<file path="config.mk">
export PLATFORM = sky130hd
export DESIGN_NAME = bcd_calendar_counter
export DESIGN_NICKNAME = d
export VERILOG_FILES = /design/src/rtl/cal_pkg.sv /design/src/rtl/cal_step_ctrl.sv /design/src/rtl/cal_clock_chain.sv /design/src/rtl/cal_date_chain.sv /design/src/rtl/bcd_calendar_counter.sv
export SDC_FILE = /design/constraint.sdc
export NUM_CORES = 1
export LEC_CHECK = 0
export BUFFER_PORTS_ARGS = -buffer_cell sky130_fd_sc_hd__buf_2
export CAP_MARGIN = 40
export CORE_ASPECT_RATIO = 0.8
export CORE_MARGIN = 2
export CORE_UTILIZATION = 44
export DETAILED_ROUTE_END_ITERATION = 6
export PLACE_DENSITY = 0.64
export RECOVER_POWER = 25
export SYNTH_ARGS = -nofsm -noshare
export SYNTH_HDL_FRONTEND = slang
export SYNTH_SLANG_ARGS = --single-unit
</file>
<file path="constraint.sdc">
create_clock -name clk -period 5.6 [get_ports clk]
set_input_delay 1.4 -clock clk [delete_from_list [all_inputs] [get_ports clk]]
set_output_delay 1.4 -clock clk [all_outputs]
set_load 0.01 [all_outputs]
</file>
<file path="src/rtl/cal_pkg.sv">
// Shared widths, field selector encoding and BCD helper functions for the
// calendar counter. Assumes all counted values are packed two-digit BCD.
package cal_pkg;

    localparam int SEC_W  = 7;
    localparam int MIN_W  = 7;
    localparam int HOUR_W = 6;
    localparam int WDAY_W = 3;
    localparam int DAY_W  = 6;
    localparam int MON_W  = 5;
    localparam int YEAR_W = 8;
    localparam int DATA_W = 8;
    localparam int ADDR_W = 3;

    localparam logic [WDAY_W-1:0] WDAY_LAST = 3'd6;

    typedef enum logic [ADDR_W-1:0] {
        FLD_SEC  = 3'd0,
        FLD_MIN  = 3'd1,
        FLD_HOUR = 3'd2,
        FLD_WDAY = 3'd3,
        FLD_DAY  = 3'd4,
        FLD_MON  = 3'd5,
        FLD_YEAR = 3'd6,
        FLD_NONE = 3'd7
    } field_sel_e;

    // Next BCD value of a two-digit number (no range wrap applied here).
    function automatic logic [7:0] bcd_inc(input logic [7:0] v);
        logic [7:0] r;
        if (v[3:0] >= 4'd9) begin
            r = {v[7:4] + 4'd1, 4'd0};
        end else begin
            r = v + 8'd1;
        end
        return r;
    endfunction

    // A BCD year is a multiple of four when (2*tens + units) mod 4 is zero.
    function automatic logic leap_year(input logic [7:0] y);
        logic [1:0] s;
        s = {y[4], 1'b0} + y[1:0];
        return (s == 2'b00);
    endfunction

    // Last day of a BCD month.
    function automatic logic [5:0] month_end(input logic [4:0] m, input logic leap);
        logic [5:0] r;
        case (m)
            5'h02:                      r = leap ? 6'h29 : 6'h28;
            5'h04, 5'h06, 5'h09, 5'h11: r = 6'h30;
            default:                    r = 6'h31;
        endcase
        return r;
    endfunction

endpackage

</file>
<file path="src/rtl/cal_step_ctrl.sv">
// Decides, cycle by cycle, whether the counter steps, adjusts or takes a write.
// Priority is write, then adjust, then tick. Ticks seen while hold is high or
// while an adjust is taken are remembered as one pending step.
module cal_step_ctrl (
    input  logic clk,
    input  logic rst_n,
    input  logic tick,
    input  logic hold,
    input  logic wr_en,
    input  logic adj_req,
    output logic step,
    output logic adj_go,
    output logic restart
);
    logic pend_q;
    logic restart_q;

    assign adj_go  = adj_req & ~wr_en;
    assign step    = (tick | pend_q) & ~hold & ~wr_en & ~adj_go;
    assign restart = restart_q;

    // Keep one deferred tick across hold or adjust cycles; a write discards it.
    always_ff @(posedge clk) begin
        if (!rst_n) begin
            pend_q <= 1'b0;
        end else if (wr_en) begin
            pend_q <= 1'b0;
        end else if (hold || adj_go) begin
            pend_q <= pend_q | tick;
        end else begin
            pend_q <= 1'b0;
        end
    end

    // Pulse the sub-second restart in the cycle after a write.
    always_ff @(posedge clk) begin
        if (!rst_n) begin
            restart_q <= 1'b0;
        end else begin
            restart_q <= wr_en;
        end
    end
endmodule

</file>
<file path="src/rtl/cal_clock_chain.sv">
// Seconds, minutes and hour registers with their carries. The hour field is
// read as 24-hour or as 12-hour with a PM flag in bit 5, according to
// mode_24h; a change of mode does not convert the stored hour.
module cal_clock_chain
    import cal_pkg::*;
(
    input  logic              clk,
    input  logic              rst_n,
    input  logic              step,
    input  logic              adj_go,
    input  logic              wr_en,
    input  field_sel_e        wr_sel,
    input  logic [SEC_W-1:0]  wr_data,
    input  logic              mode_24h,
    output logic [SEC_W-1:0]  sec_o,
    output logic [MIN_W-1:0]  min_o,
    output logic [HOUR_W-1:0] hour_o,
    output logic              day_carry
);
    logic [SEC_W-1:0]  sec_q, sec_inc;
    logic [MIN_W-1:0]  min_q, min_inc;
    logic [HOUR_W-1:0] hour_q, hour_adv, h24_inc;
    logic [4:0]        h12_inc;
    logic              sec_wrap, sec_carry, min_wrap, min_carry, hour_roll;

    assign sec_inc = SEC_W'(bcd_inc({1'b0, sec_q}));
    assign min_inc = MIN_W'(bcd_inc({1'b0, min_q}));
    assign h24_inc = HOUR_W'(bcd_inc({2'b00, hour_q}));
    assign h12_inc = 5'(bcd_inc({3'b000, hour_q[4:0]}));

    // Carry generation for seconds and minutes, including the adjust round-up.
    always_comb begin
        sec_wrap  = (sec_q == 7'h59);
        sec_carry = (step & sec_wrap) | (adj_go & (sec_q >= 7'h30));
        min_wrap  = (min_q == 7'h59);
        min_carry = sec_carry & min_wrap;
    end

    // Next hour value and end-of-day detection for both hour formats.
    always_comb begin
        hour_roll = 1'b0;
        if (mode_24h) begin
            if (hour_q >= 6'h23) begin
                hour_adv  = '0;
                hour_roll = 1'b1;
            end else begin
                hour_adv = h24_inc;
            end
        end else begin
            if (hour_q[4:0] == 5'h11) begin
                hour_adv  = {~hour_q[5], 5'h12};
                hour_roll = hour_q[5];
            end else if (hour_q[4:0] >= 5'h12) begin
                hour_adv = {hour_q[5], 5'h01};
            end else begin
                hour_adv = {hour_q[5], h12_inc};
            end
        end
    end

    assign day_carry = min_carry & hour_roll;

    // Seconds register: write, adjust clear, or count.
    always_ff @(posedge clk) begin
        if (!rst_n) begin
            sec_q <= '0;
        end else if (wr_en && wr_sel == FLD_SEC) begin
            sec_q <= wr_data;
        end else if (adj_go) begin
            sec_q <= '0;
        end else if (step) begin
            sec_q <= sec_wrap ? '0 : sec_inc;
        end
    end

    // Minutes register: write or advance on seconds carry.
    always_ff @(posedge clk) begin
        if (!rst_n) begin
            min_q <= '0;
        end else if (wr_en && wr_sel == FLD_MIN) begin
            min_q <= wr_data;
        end else if (sec_carry) begin
            min_q <= min_wrap ? '0 : min_inc;
        end
    end

    // Hour register: write or advance on minutes carry.
    always_ff @(posedge clk) begin
        if (!rst_n) begin
            hour_q <= '0;
        end else if (wr_en && wr_sel == FLD_HOUR) begin
            hour_q <= wr_data[HOUR_W-1:0];
        end else if (min_carry) begin
            hour_q <= hour_adv;
        end
    end

    assign sec_o  = sec_q;
    assign min_o  = min_q;
    assign hour_o = hour_q;
endmodule

</file>
<file path="src/rtl/cal_date_chain.sv">
// Weekday, day, month and year registers advanced by the day carry. Month
// lengths follow the BCD month and a divisible-by-four leap rule, which is
// exact for years 2000 to 2099. Out-of-range written values wrap at the next
// carry.
module cal_date_chain
    import cal_pkg::*;
(
    input  logic              clk,
    input  logic              rst_n,
    input  logic              day_carry,
    input  logic              wr_en,
    input  field_sel_e        wr_sel,
    input  logic [DATA_W-1:0] wr_data,
    output logic [WDAY_W-1:0] wday_o,
    output logic [DAY_W-1:0]  day_o,
    output logic [MON_W-1:0]  month_o,
    output logic [YEAR_W-1:0] year_o
);
    logic [WDAY_W-1:0] wday_q;
    logic [DAY_W-1:0]  day_q, day_inc, day_last;
    logic [MON_W-1:0]  mon_q, mon_inc;
    logic [YEAR_W-1:0] year_q, year_inc;
    logic              day_wrap, mon_wrap, year_wrap, mon_carry, year_carry;

    assign day_inc  = DAY_W'(bcd_inc({2'b00, day_q}));
    assign mon_inc  = MON_W'(bcd_inc({3'b000, mon_q}));
    assign year_inc = bcd_inc(year_q);

    // End-of-period detection along the date ripple.
    always_comb begin
        day_last   = month_end(mon_q, leap_year(year_q));
        day_wrap   = (day_q >= day_last);
        mon_wrap   = (mon_q >= 5'h12);
        year_wrap  = (year_q >= 8'h99);
        mon_carry  = day_carry & day_wrap;
        year_carry = mon_carry & mon_wrap;
    end

    // Weekday register: septimal count on each day carry.
    always_ff @(posedge clk) begin
        if (!rst_n) begin
            wday_q <= '0;
        end else if (wr_en && wr_sel == FLD_WDAY) begin
            wday_q <= wr_data[WDAY_W-1:0];
        end else if (day_carry) begin
            wday_q <= (wday_q >= WDAY_LAST) ? '0 : wday_q + 3'd1;
        end
    end

    // Day-of-month register.
    always_ff @(posedge clk) begin
        if (!rst_n) begin
            day_q <= 6'h01;
        end else if (wr_en && wr_sel == FLD_DAY) begin
            day_q <= wr_data[DAY_W-1:0];
        end else if (day_carry) begin
            day_q <= day_wrap ? 6'h01 : day_inc;
        end
    end

    // Month register.
    always_ff @(posedge clk) begin
        if (!rst_n) begin
            mon_q <= 5'h01;
        end else if (wr_en && wr_sel == FLD_MON) begin
            mon_q <= wr_data[MON_W-1:0];
        end else if (mon_carry) begin
            mon_q <= mon_wrap ? 5'h01 : mon_inc;
        end
    end

    // Year register.
    always_ff @(posedge clk) begin
        if (!rst_n) begin
            year_q <= '0;
        end else if (wr_en && wr_sel == FLD_YEAR) begin
            year_q <= wr_data;
        end else if (year_carry) begin
            year_q <= year_wrap ? '0 : year_inc;
        end
    end

    assign wday_o  = wday_q;
    assign day_o   = day_q;
    assign month_o = mon_q;
    assign year_o  = year_q;
endmodule

</file>
<file path="src/rtl/bcd_calendar_counter.sv">
// Top of the BCD time and calendar counter. Takes a once-per-second enable,
// a per-field write port, hold and adjust controls, and presents every count
// field. Assumes tick_1hz is a single-cycle pulse synchronous to clk.
module bcd_calendar_counter
    import cal_pkg::*;
(
    input  logic              clk,
    input  logic              rst_n,
    input  logic              tick_1hz,
    input  logic              hold,
    input  logic              mode_24h,
    input  logic              adj_strobe,
    input  logic              wr_en,
    input  logic [ADDR_W-1:0] wr_addr,
    input  logic [DATA_W-1:0] wr_data,
    output logic [SEC_W-1:0]  sec_o,
    output logic [MIN_W-1:0]  min_o,
    output logic [HOUR_W-1:0] hour_o,
    output logic [WDAY_W-1:0] wday_o,
    output logic [DAY_W-1:0]  day_o,
    output logic [MON_W-1:0]  month_o,
    output logic [YEAR_W-1:0] year_o,
    output logic              sub_sec_restart
);
    logic       step, adj_go, day_carry;
    field_sel_e wr_sel;

    assign wr_sel = field_sel_e'(wr_addr);

    cal_step_ctrl u_ctrl (
        .clk     (clk),
        .rst_n   (rst_n),
        .tick    (tick_1hz),
        .hold    (hold),
        .wr_en   (wr_en),
        .adj_req (adj_strobe),
        .step    (step),
        .adj_go  (adj_go),
        .restart (sub_sec_restart)
    );

    cal_clock_chain u_clock (
        .clk       (clk),
        .rst_n     (rst_n),
        .step      (step),
        .adj_go    (adj_go),
        .wr_en     (wr_en),
        .wr_sel    (wr_sel),
        .wr_data   (wr_data[SEC_W-1:0]),
        .mode_24h  (mode_24h),
        .sec_o     (sec_o),
        .min_o     (min_o),
        .hour_o    (hour_o),
        .day_carry (day_carry)
    );

    cal_date_chain u_date (
        .clk       (clk),
        .rst_n     (rst_n),
        .day_carry (day_carry),
        .wr_en     (wr_en),
        .wr_sel    (wr_sel),
        .wr_data   (wr_data),
        .wday_o    (wday_o),
        .day_o     (day_o),
        .month_o   (month_o),
        .year_o    (year_o)
    );
endmodule

</file>
Word-level counts from Yosys, hierarchy flattened
Index checks and enable logic that the tools add are counted.
{"block": "word_totals", "regBits": 44, "in_bits": 18, "elab_cells": 129}
{"block": "op_classes", "addsub": 16, "order_cmp": 13, "n_eq_ne": 14, "n_mux": 37, "n_bitwise": 18, "reduce_logical": 21}
{"op": "$mux W7", "count": 9}
{"op": "$mux W6", "count": 10}
{"op": "$mux W8", "count": 4}
{"op": "$mux W5", "count": 6}
{"op": "$ge A4 B4 Y1 const B", "count": 6}
{"op": "$add A7 B1 Y7 const B", "count": 2}
{"op": "$eq A7 B7 Y1 const B", "count": 2}
{"op": "$add A6 B1 Y6 const B", "count": 2}
{"op": "$pmux W6 S2", "count": 1}
{"op": "$reduce_bool A2 Y1", "count": 6}
{"op": "$add A5 B1 Y5 const B", "count": 2}
{"op": "$and A1 B1 Y1", "count": 10}
{"op": "$eq A5 B3 Y1 const B", "count": 2}
{"op": "$eq A5 B5 Y1 const B", "count": 2}
{"op": "$ge A5 B5 Y1 const B", "count": 2}
{"op": "$add A3 B1 Y3 const B", "count": 3}
{"op": "$eq A3 B3 Y1 const B", "count": 3}
{"op": "$mux W3", "count": 3}
{"op": "$add A8 B1 Y8 const B", "count": 1}
{"op": "$ge A8 B8 Y1 const B", "count": 1}
{"op": "$ge A7 B6 Y1 const B", "count": 1}
{"op": "$logic_and A1 B1 Y1", "count": 7}
{"op": "$eq A3 B2 Y1 const B", "count": 2}
{"op": "$ge A6 B6 Y1", "count": 1}
{"op": "19 further kinds", "count": 31}

Depth between registers and ports, before layout
Gate-level depths: netlist of the first run.
{"block": "logic_depth", "depth_word": 12, "mapped_depth": 14, "depth_no_buf": 14}

Cells and area by module
From an unflattened synthesis of the first run, not the netlist that was laid out.
{"block": "hier_totals", "hier_cells": 432, "area_unflattened_um2": 3538.4}
{"mod": "cal_clock_chain", "n_inst": 1, "cells_each": 212, "area_per_inst_um2": 1737.9}
{"mod": "cal_date_chain", "n_inst": 1, "cells_each": 212, "area_per_inst_um2": 1706.6}
{"mod": "cal_step_ctrl", "n_inst": 1, "cells_each": 8, "area_per_inst_um2": 93.8}

Least setup slack after synthesis of the first run
Ideal clock, no wire load.
{"block": "synth_timing", "path_type": "register to register", "start": "register u_date.mon_q[0] (netlist: u_date.month_o[0])", "end": "register u_date.day_q[3] (netlist: u_date.day_o[3])", "arrival_ns": 2.712, "path_slack_ns": 2.813, "stages_incl_launch_ff": 14, "synth_period_minus_slack_ns": 2.787, "cell_sequence": "dfxtp_1 inv_1 ha_1 o21ai_0 nor2_1 a31oi_1 o21ai_0 a31oi_1 ha_1 nor4b_1 o21ai_0 and2_1 or4_1 o22ai_1"}
{"block": "synth_between", "elab_chain_len": 7, "elab_cells_between_ends": 11}
{"item": "from (decl)", "line_no": "cal_date_chain.sv:21", "text": "logic [MON_W-1:0] mon_q, mon_inc;"}
{"item": "from (signal assigned)", "line_no": "cal_date_chain.sv:66", "text": "mon_q <= wr_data[MON_W-1:0];"}
{"item": "from (signal assigned)", "line_no": "cal_date_chain.sv:68", "text": "mon_q <= mon_wrap ? 5'h01 : mon_inc;"}
{"item": "$eq A5 B3 Y1 (tied with other cells)", "line_no": "cal_pkg.sv:49", "text": "case (m)"}
{"item": "$reduce_or A4 Y1", "line_no": "cal_pkg.sv:49"}
{"item": "$pmux W6 S2 (*)", "line_no": "cal_pkg.sv:49"}
{"item": "$ge A6 B6 Y1 (*)", "line_no": "cal_date_chain.sv:32", "text": "day_wrap = (day_q >= day_last);"}
{"item": "$mux W6 (*)", "line_no": "cal_date_chain.sv:57", "text": "day_q <= day_wrap ? 6'h01 : day_inc;"}
{"item": "$mux W6 (*)", "line_no": "cal_date_chain.sv:56", "text": "end else if (day_carry) begin"}
{"item": "$mux W6 (*)", "line_no": "cal_date_chain.sv:54", "text": "end else if (wr_en && wr_sel == FLD_DAY) begin"}
{"item": "to (signal assigned)", "line_no": "cal_date_chain.sv:55", "text": "day_q <= wr_data[DAY_W-1:0];"}
{"item": "to (signal assigned)", "line_no": "cal_date_chain.sv:57"}
{"item": "to (decl)", "line_no": "cal_date_chain.sv:20", "text": "logic [DAY_W-1:0] day_q, day_inc, day_last;"}
Every way passes the cells marked *; elsewhere a longest branch is shown, timed or not. The select of a mux whose other input is x is not followed.
A chain may end at the register's enable or synchronous reset.

==> results.ini, run 1 <==
[worst_setup_path]
slowest_cell_delay_on_critical_path_ns=0.88
crit_path_cell_trace=clkbuf_1 -> inv_1 -> or4_1 -> o22ai_1
critical_path.max_fanout=33
crit_slowest_cell=clkbuf_1
worst-setup-path-type=in -> reg
cp.required_ns=5.82
critical_path.startpoint_type=input port
timing.critical_path.arrival_ns=3.82
critical_path_end_type=flip-flop

[sta]
period_share=0.643
period_needed_ns=3.60
finalSetupTns_ns=0
max_clock_freq_mhz=278
worst_clock_skew_ns=0.0120
final-max-slew-violation-count=0
slew_headroom=0.176
final_hold_viol_count=0
finalSetupViolations=0
grt_setup_unrepaired=no
worstMarginPinSlew_ns=1.24

[finish]
layout-drive-gt1-share=0.133
diodes=0
synthToLayoutAreaGrowth_pct=12.2
fin_nets=527
fill_cell_total_of_the_finished_layout=745
final_cell_mix=nand2_1 (44), dfxtp_1 (44), buf_2 (39)
post-route-cell-area_mm2=0.00379

[detailed_routing]
drt-initial-drc-count=230
route.vias.total=3412
drt_pass1_iterations=5
post_drt_via_cell_ratio=5.91
remaining_drc_errors=0
drt-total-wl_um=9430
routed_wire_length_per_instance_um=16.3
ant_nets=0

[floorplanning]
floorplan.rows=28
initial_core_util=0.455
fp.dieW_um=102
die_height_um=82.4
floorplan.io_pins=61
core_mm2=0.00743
die_area_mm2=0.00840

[global_routing]
antenna_found_initial=0
grt-ovfl-total=0
vias_in_the_first_global_route=3079
grt_first_pass_wirelength_um=15700
grtUsageTotal=0.236
grt_start_max_net_pins=34

[pwr]
power.combinational.fraction=0.176
internal_power_w=0.000447
seqPwrFrac=0.533
p_sw_frac=0.305
power.switching_w=0.000196
power.ir.vdd_worst_v=0.0000968
power.clock.fraction=0.291
power.density_mw_per_mm2=170
leakagePower_nw=1.49

[run_status]
outcome=complete, no violations

[placed_design]
hpwlAfterDp_um=6930
dpl_cell_area_mm2=0.00375
count_of_input_and_output_buffers=60
finalWeightedCongestion=0.871

[cts]
htreeDepth=2
ctsResizeCount=0
post-cts-setup-buffers=0
cts_inserted_buffers=5
clkSlewWorstSetupHoldPaths_ns=0.08
cts-hold-fix-buffers=0
root_buffer_selected_by_cts=clkbuf_8
clk_latency_ns=0.30
clock_tree.buffer_depth=2
cts.sinks=44
tritoncts=built

[synthesis]
yosys_warnings=0
syn_nets=475
syn_area_per_cell_um2=8.00
ys_seq_elements=44
ys_dominant_reg_cell=dfxtp_1
synth_seq_area_share=0.261
post_synth_num_cell_types=72
synth_top_area_frac=0.261
post_synth_main_area_contributors=dfxtp_1 (26%), ha_1 (13%), o21ai_0 (5.5%)
synth_enable_flop_cells=0
synth_top_area_cell=dfxtp_1
async_reset_ff_frac=0
synth_cells=422
post_synth_instance_area_mm2=0.00338

[hold_path]
holdCritPathClass=reg -> reg

[flow_run]
max_cap_viol_count=0

registers in the layout, indices dropped and copies added (netlist names):
name,count
u_date.year_o,8
u_date.month_o,5
u_ctrl.restart,1
u_ctrl.pend_q,1
u_clock.sec_o,7
u_date.wday_o,3
u_clock.hour_o,6
u_clock.min_o,7
u_date.day_o,6
metrics by stage:
step	worst slack (ns)	instances	hold WS, ns	util	power [W]
3_3_place_gp	2.41	572	0.507	0.504	0.000461
3_5_place_dp	2.37	572	0.493	0.504	0.000462
6_report	2.00	577	0.514	0.510	0.000643
5_1_grt	1.72	577	0.550	0.510	0.000676
4_1_cts	2.57	577	0.505	0.514	0.000646
2_1_floorplan	2.81	422	0.496	-	0.000418
cell type report:
| type | count | area, um^2 | area share |
|---|---|---|---|
| clock buffer | 5 | 68.8 | 0.0182 |
| inverter | 28 | 105 | 0.0277 |
| multi-input combinational | 335 | 2330 | 0.615 |
| sequential | 44 | 881 | 0.232 |
| tap | 105 | 131 | 0.0347 |
| timing repair buffer | 60 | 274 | 0.0723 |
synthesized netlist by cell type, types with 3 or more instances:
cell type / instances
nand2b_1: 3
o211ai_1: 5
mux2i_1: 3
o311ai_1: 3
xor2_1: 3
nand3_1: 22
a41oi_1: 3
or3_1: 3
o32ai_1: 3
nor2_2: 3
a311oi_1: 5
o21a_1: 3
and3_1: 4
buf_2: 5
o31ai_1: 5
a31oi_1: 9
a22oi_1: 8
nor3_1: 9
inv_1: 28
nor2_1: 23
a21boi_1: 3
and2_1: 5
clkbuf_1: 9
o21ai_0: 37
a21oi_1: 23
a211oi_1: 9
nand2_1: 44
nor4_1: 3
nor2b_1: 4
ha_1: 35
dfxtp_1: 44
nand3b_1: 4
critical path: cells and delay by family:
family                 cells  cell delay (ns)
AND/OR/NAND/NOR            1             0.67
buffers and inverters      2             1.62
AO/OA/AOI/OAI              1             0.12
metal layers:
| layer | routed length, um | track usage | part of all wire |
|---|---|---|---|
| met1 | 4720 | 0.351 | 0.50 |
| met2 | 4000 | 0.362 | 0.42 |
| met3 | 584 | 0.0311 | 0.062 |
| met4 | 123 | 0.0520 | 0.013 |
| met5 | 0 | 0 | 0 |
cell families after synthesis:
kind of cell / share of synthesized area
AND/OR/NAND/NOR: 0.246
adder cells (fa/ha/maj): 0.130
buffers and inverters: 0.0496
multiplexers: 0.0156
XOR/XNOR: 0.0130
flip-flops: 0.261
AO/OA/AOI/OAI: 0.285
worst paths after layout:
check	startpoint	end	slack [ns]	cells past startpoint
worst max-delay path	rst_n	u_date.day_o[3]	2.00	4
worst min register to register	u_date.day_o[5]	u_date.day_o[5]	0.51	2
worst max register to register	u_date.month_o[0]	u_date.year_o[3]	2.53	14
worst min-delay path	u_date.day_o[5]	u_date.day_o[5]	0.51	2
power groups by stage:
stage | Combinational [W] | Clock [W] | Sequential, W
floorplan | 0.0000673 | 0 | 0.000351
global placement | 0.000111 | 0 | 0.000349
detailed placement | 0.000113 | 0 | 0.000350
CTS | 0.000114 | 0.000190 | 0.000342
global route | 0.000127 | 0.000203 | 0.000346
finish | 0.000113 | 0.000187 | 0.000343
Note: power is estimated with default switching activity, not from simulation.
==> run 2: changes to the inputs <==
- ABC_AREA: default -> 1
- clock period: 5.6 -> 3.58 ns (I/O delays scaled with it)
==> results.ini, run 2 <==
[synthesis]
share_of_the_synthesized_netlist_area_taken_by_xor_and_xnor_gates=0.0369
yosys_warnings=0
async_reset_ff_frac=0
synth-compound-area-share=0.148
post_synth_instance_area_mm2=0.00356
synth_simple_gate_area_share=0.350
synthTopCellsByCount=nand2_1 (143), inv_1 (78), nor2_1 (48)
syn_nets=601
ys_seq_elements=44
synth_top_area_frac=0.248
synth_seq_area_share=0.248
ys_dominant_reg_cell=dfxtp_1
synth_top_area_cell=dfxtp_1
most_frequent_cell_after_synthesis=nand2_1
synth_cells=548
synth_top_family_by_area=simple AND/OR/NAND/NOR gates
synth.area.mux_share=0
post_synth_num_cell_types=38
syn_area_per_cell_um2=6.49
synthAdderAreaFrac=0.123
post_synth_main_area_contributors=dfxtp_1 (25%), nand2_1 (15%), ha_1 (12%)
synth_enable_flop_cells=0

[pwr]
power.combinational.fraction=0.166
leakagePower_nw=1.93
power.clock.fraction=0.322
power.switching_w=0.000308
power.density_mw_per_mm2=254
seqPwrFrac=0.512
internal_power_w=0.000718
p_sw_frac=0.300
power.ir.vdd_worst_v=0.000153

[worst_setup_path]
setup.worst_path.start=u_date.month_o[0]
worstReg2RegStart=u_date.month_o[0]
critical_path.startpoint_type=flip-flop
timing.critical_path.arrival_ns=2.71
cp.required_ns=3.77
critical_path_end_type=flip-flop
critical_path.max_fanout=9
worst-setup-path-type=reg -> reg

[finish]
fin_nets=662
largest_register_ffs=8
layout-drive-gt1-share=0.113
synthToLayoutAreaGrowth_pct=13.6
final_cell_mix=nand2_1 (143), inv_1 (78), nor2_1 (48)
diodes=0
layout.cells.most_common=nand2_1

[cts]
tritoncts=built
clk_latency_ns=0.30
cts-hold-fix-buffers=0
root_buffer_selected_by_cts=clkbuf_8
clock_tree.buffer_depth=2
post-cts-setup-buffers=0
ctsResizeCount=0
cts.sinks=44
htreeDepth=2
clkSlewWorstSetupHoldPaths_ns=0.08
cts_inserted_buffers=5

[detailed_routing]
drt_pass1_iterations=4
remaining_drc_errors=0
ant_nets=0
routed_wire_length_per_instance_um=13.2
drt-initial-drc-count=160
route.vias.total=3648
post_drt_via_cell_ratio=5.08
drt-total-wl_um=9490

[placed_design]
hpwlAfterDp_um=7350
pre_cts_slack_ns=1.07
finalWeightedCongestion=0.864
count_of_input_and_output_buffers=60

[floorplanning]
floorplan.rows=29
die_height_um=84.4
fp.dieW_um=105
core_mm2=0.00787
initial_core_util=0.452
floorplan.io_pins=61
die_area_mm2=0.00882

[global_routing]
vias_in_the_first_global_route=3206
antenna_found_initial=0
grt-ovfl-total=0
grt_start_max_net_pins=21
grtUsageTotal=0.218
grt_first_pass_wirelength_um=15800

[run_status]
outcome=complete, no violations

[sta]
period_share=0.705
worst_clock_skew_ns=0.00607
finalSetupTns_ns=0
period_needed_ns=2.53
finalSetupViolations=0
worstMarginPinSlew_ns=0.904
final_hold_viol_count=0
final-max-slew-violation-count=0
grt_setup_unrepaired=no
slew_headroom=0.395
max_clock_freq_mhz=396
pnr_worst_setup_slack_ns=1.05

[hold_path]
worst_hold_startpoint=u_date.wday_o[0]
holdCritPathClass=reg -> reg

[flow_run]
max_cap_viol_count=0

## run 2: cells by family (layout without fill, tap and decap cells)
family,count (synthesis),after routing
simple gates,273,273
compound gates,92,92
buf+inv,89,151
flops,44,44
fa+ha+maj,35,35
xor+xnor,15,15
## run 2: stage by stage
| step | instances | area, um^2 | total power [W] | utilization | hold slack [ns] |
|---|---|---|---|---|---|
| 2_1_floorplan | 548 | 3560 | 0.000642 | - | 0.514 |
| 4_1_cts | 718 | 4070 | 0.00103 | 0.516 | 0.526 |
| 5_1_grt | 718 | 4040 | 0.00108 | 0.513 | 0.555 |
| 3_3_place_gp | 710 | 3970 | 0.000704 | 0.504 | 0.505 |
| 6_report | 718 | 4040 | 0.00103 | 0.513 | 0.523 |
| 3_5_place_dp | 710 | 3970 | 0.000707 | 0.504 | 0.511 |
## run 2: path summary, 6_finish.rpt
check | slack [ns] | depth (start not counted) | endpoint
setup / recovery | 1.05 | 15 | u_date.year_o[4]
hold / removal | 0.52 | 2 | u_date.wday_o[0]
setup reg to reg | 1.05 | 15 | u_date.year_o[4]
hold reg to reg | 0.52 | 2 | u_date.wday_o[0]
## run 2: cell type report
type / instances / area, um^2
fill: 875 / 3830
inverter: 82 / 308
timing repair buffer: 61 / 283
multi-input combinational: 415 / 2340
tap: 108 / 135
clock inverter: 1 / 7.51
clock buffer: 7 / 86.3
sequential: 44 / 881
## run 2: power by group through the flow
stage          logic, W  clock network, W  registers [W]
2_1_floorplan  0.000105                 0       0.000537
3_3_place_gp   0.000169                 0       0.000535
3_5_place_dp   0.000171                 0       0.000536
4_1_cts        0.000172          0.000336       0.000524
5_1_grt        0.000193          0.000359       0.000528
6_report       0.000171          0.000330       0.000525
## run 2: metal layers
metal	part of all wire	vias up	global-route usage
met2	0.42	97	0.323
met4	0.0082	0	0.0418
li1	-	1911	-
met3	0.054	9	0.0357
met5	0	-	0
met1	0.52	1631	0.332
## run 2: critical path: stages, from the launching register on
cell and delay, ns:
dfxtp_1 0.43, inv_1 0.12, ha_1 0.24, nand3_1 0.11, inv_1 0.06, o21ai_0 0.08
nand4_1 0.11, inv_1 0.07, ha_1 0.21, nand3_1 0.08, nor2_1 0.04, nand3b_1 0.36
nand3_4 0.27, nand2_4 0.11, nand2_1 0.08, a21oi_1 0.05
==> run 3: changes to the inputs <==
- PLACE_DENSITY: 0.64 -> 0.67
- clock period: 3.58 -> 2.13 ns (I/O delays scaled with it)
==> results.ini, run 3 (synthesized netlist as in run 2, its figures left out) <==
[cts]
cts.sinks=44
clock_tree.buffer_depth=2
htreeDepth=2
cts_inserted_buffers=5
clkSlewWorstSetupHoldPaths_ns=0.09
root_buffer_selected_by_cts=clkbuf_8
tritoncts=built
cts-hold-fix-buffers=0
clk_latency_ns=0.31

[detailed_routing]
remaining_drc_errors=0
post_drt_via_cell_ratio=5.19
drt_pass1_iterations=5
route.vias.total=3920
routed_wire_length_per_instance_um=13.7
drt-initial-drc-count=185
drt-total-wl_um=10400
ant_nets=0

[sta]
grt_setup_unrepaired=yes
finalSetupViolations=17
period_share=1.03
period_needed_ns=2.20
final_hold_viol_count=0
pnr_worst_setup_slack_ns=-0.0695
timing.hold.ws_ns=0.475
finalSetupTns_ns=-0.882
worst_clock_skew_ns=0.00831
max_clock_freq_mhz=455
worstMarginPinSlew_ns=0.888
final-max-slew-violation-count=0
slew_headroom=0.405

[finish]
final_cell_mix=nand2_1 (135), inv_1 (72), buf_2 (47)
fill_cell_total_of_the_finished_layout=775
synthToLayoutAreaGrowth_pct=29.3
layout-drive-gt1-share=0.252
post_layout_nonfiller_instances=756
fin_nets=700
diodes=0
largest_register_ffs=8
layout.cells.most_common=nand2_1

[placed_design]
hpwlAfterDp_um=7710
count_of_input_and_output_buffers=60
pre_cts_slack_ns=-0.110
cell_count_after_placement=743
finalWeightedCongestion=0.907

[pwr]
leakagePower_nw=2.18
power.density_mw_per_mm2=390
power.ir.vdd_worst_v=0.000212

[global_routing]
vias_in_the_first_global_route=3611
grt-ovfl-total=0
grt_first_pass_wirelength_um=17300
grtUsageTotal=0.237
grt_start_max_net_pins=27
antenna_found_initial=0

[floorplanning]
die_height_um=84.4
die_area_mm2=0.00882
floorplan.rows=29
core_mm2=0.00787
floorplan.io_pins=61
initial_core_util=0.452
fp.dieW_um=105

[worst_setup_path]
timing.critical_path.arrival_ns=2.44
cp.required_ns=2.37
critical_path.max_fanout=4
critical_path_end_type=flip-flop
critical_path.startpoint_type=flip-flop
worst-setup-path-type=reg -> reg

[flow_run]
max_cap_viol_count=0

[run_status]
violated_checks=setup timing
outcome=complete, but fails checks

[hold_path]
holdCritPathClass=in -> reg

## run 3: final timing paths
path              cells past startpoint         startpoint  slack [ns]                to
hold / removal                        3              wr_en        0.47    u_ctrl.restart
setup / recovery                     15  u_date.month_o[0]       -0.07   u_date.day_o[2]
setup reg to reg                     15  u_date.month_o[0]       -0.07   u_date.day_o[2]
hold reg to reg                       2   u_date.wday_o[0]        0.50  u_date.wday_o[0]
## run 3: power breakdown
part	total (W)	leakage (nW)	switching, W	internal [W]
Combinational	0.000339	1.78	0.000214	0.000124
Sequential	0.000870	0.358	0.0000260	0.000844
Clock	0.000585	0.0434	0.000322	0.000263
Total	0.00179	2.18	0.000563	0.00123
## run 3: what timing repair did
action	4_1_cts	5_1_grt
resized for setup	37	25
pin swaps	19	13
setup endpoints to repair	19	21
buffers inserted	2	3
## run 3: per-stage QoR
| stage | total power [W] | util | cell area [um^2] |
|---|---|---|---|
| 6_report | 0.00179 | 0.584 | 4600 |
| 4_1_cts | 0.00179 | 0.570 | 4490 |
| 5_1_grt | 0.00187 | 0.584 | 4600 |
| 3_5_place_dp | 0.00121 | 0.538 | 4240 |
| 3_3_place_gp | 0.00121 | 0.538 | 4240 |
| 2_1_floorplan | 0.00108 | - | 3590 |
## run 3: layout make-up
class,count,area [um^2],area share
multi-input cells,415,2570,0.559
flip-flops and latches,44,888,0.193
repair buffers,99,596,0.130
inverters,82,313,0.0680
well taps,108,135,0.0294
clock buffers,6,82.6,0.0180
clock inverters,2,15.0,0.00327
## run 3: layer usage
metal | track usage | part of all wire | up-vias | wire [um]
li1 | - | - | 1983 | -
met5 | 0 | 0 | - | 0
met4 | 0.0528 | 0.012 | 0 | 125
met2 | 0.374 | 0.44 | 128 | 4550
met1 | 0.341 | 0.48 | 1795 | 5000
met3 | 0.0349 | 0.066 | 14 | 680
## run 3: worst max-delay path, cell delays in order (launching register included)
cell and delay [ns]:
dfxtp_4 0.36, buf_4 0.13, ha_1 0.22, nand4_1 0.09, nand4_1 0.10, inv_1 0.08
ha_1 0.22, nand3_1 0.06, nor2_1 0.04, nand3b_1 0.27, buf_6 0.20, inv_4 0.06
nand3_2 0.05, nand2_1 0.08, nand2_1 0.06, a21oi_1 0.13
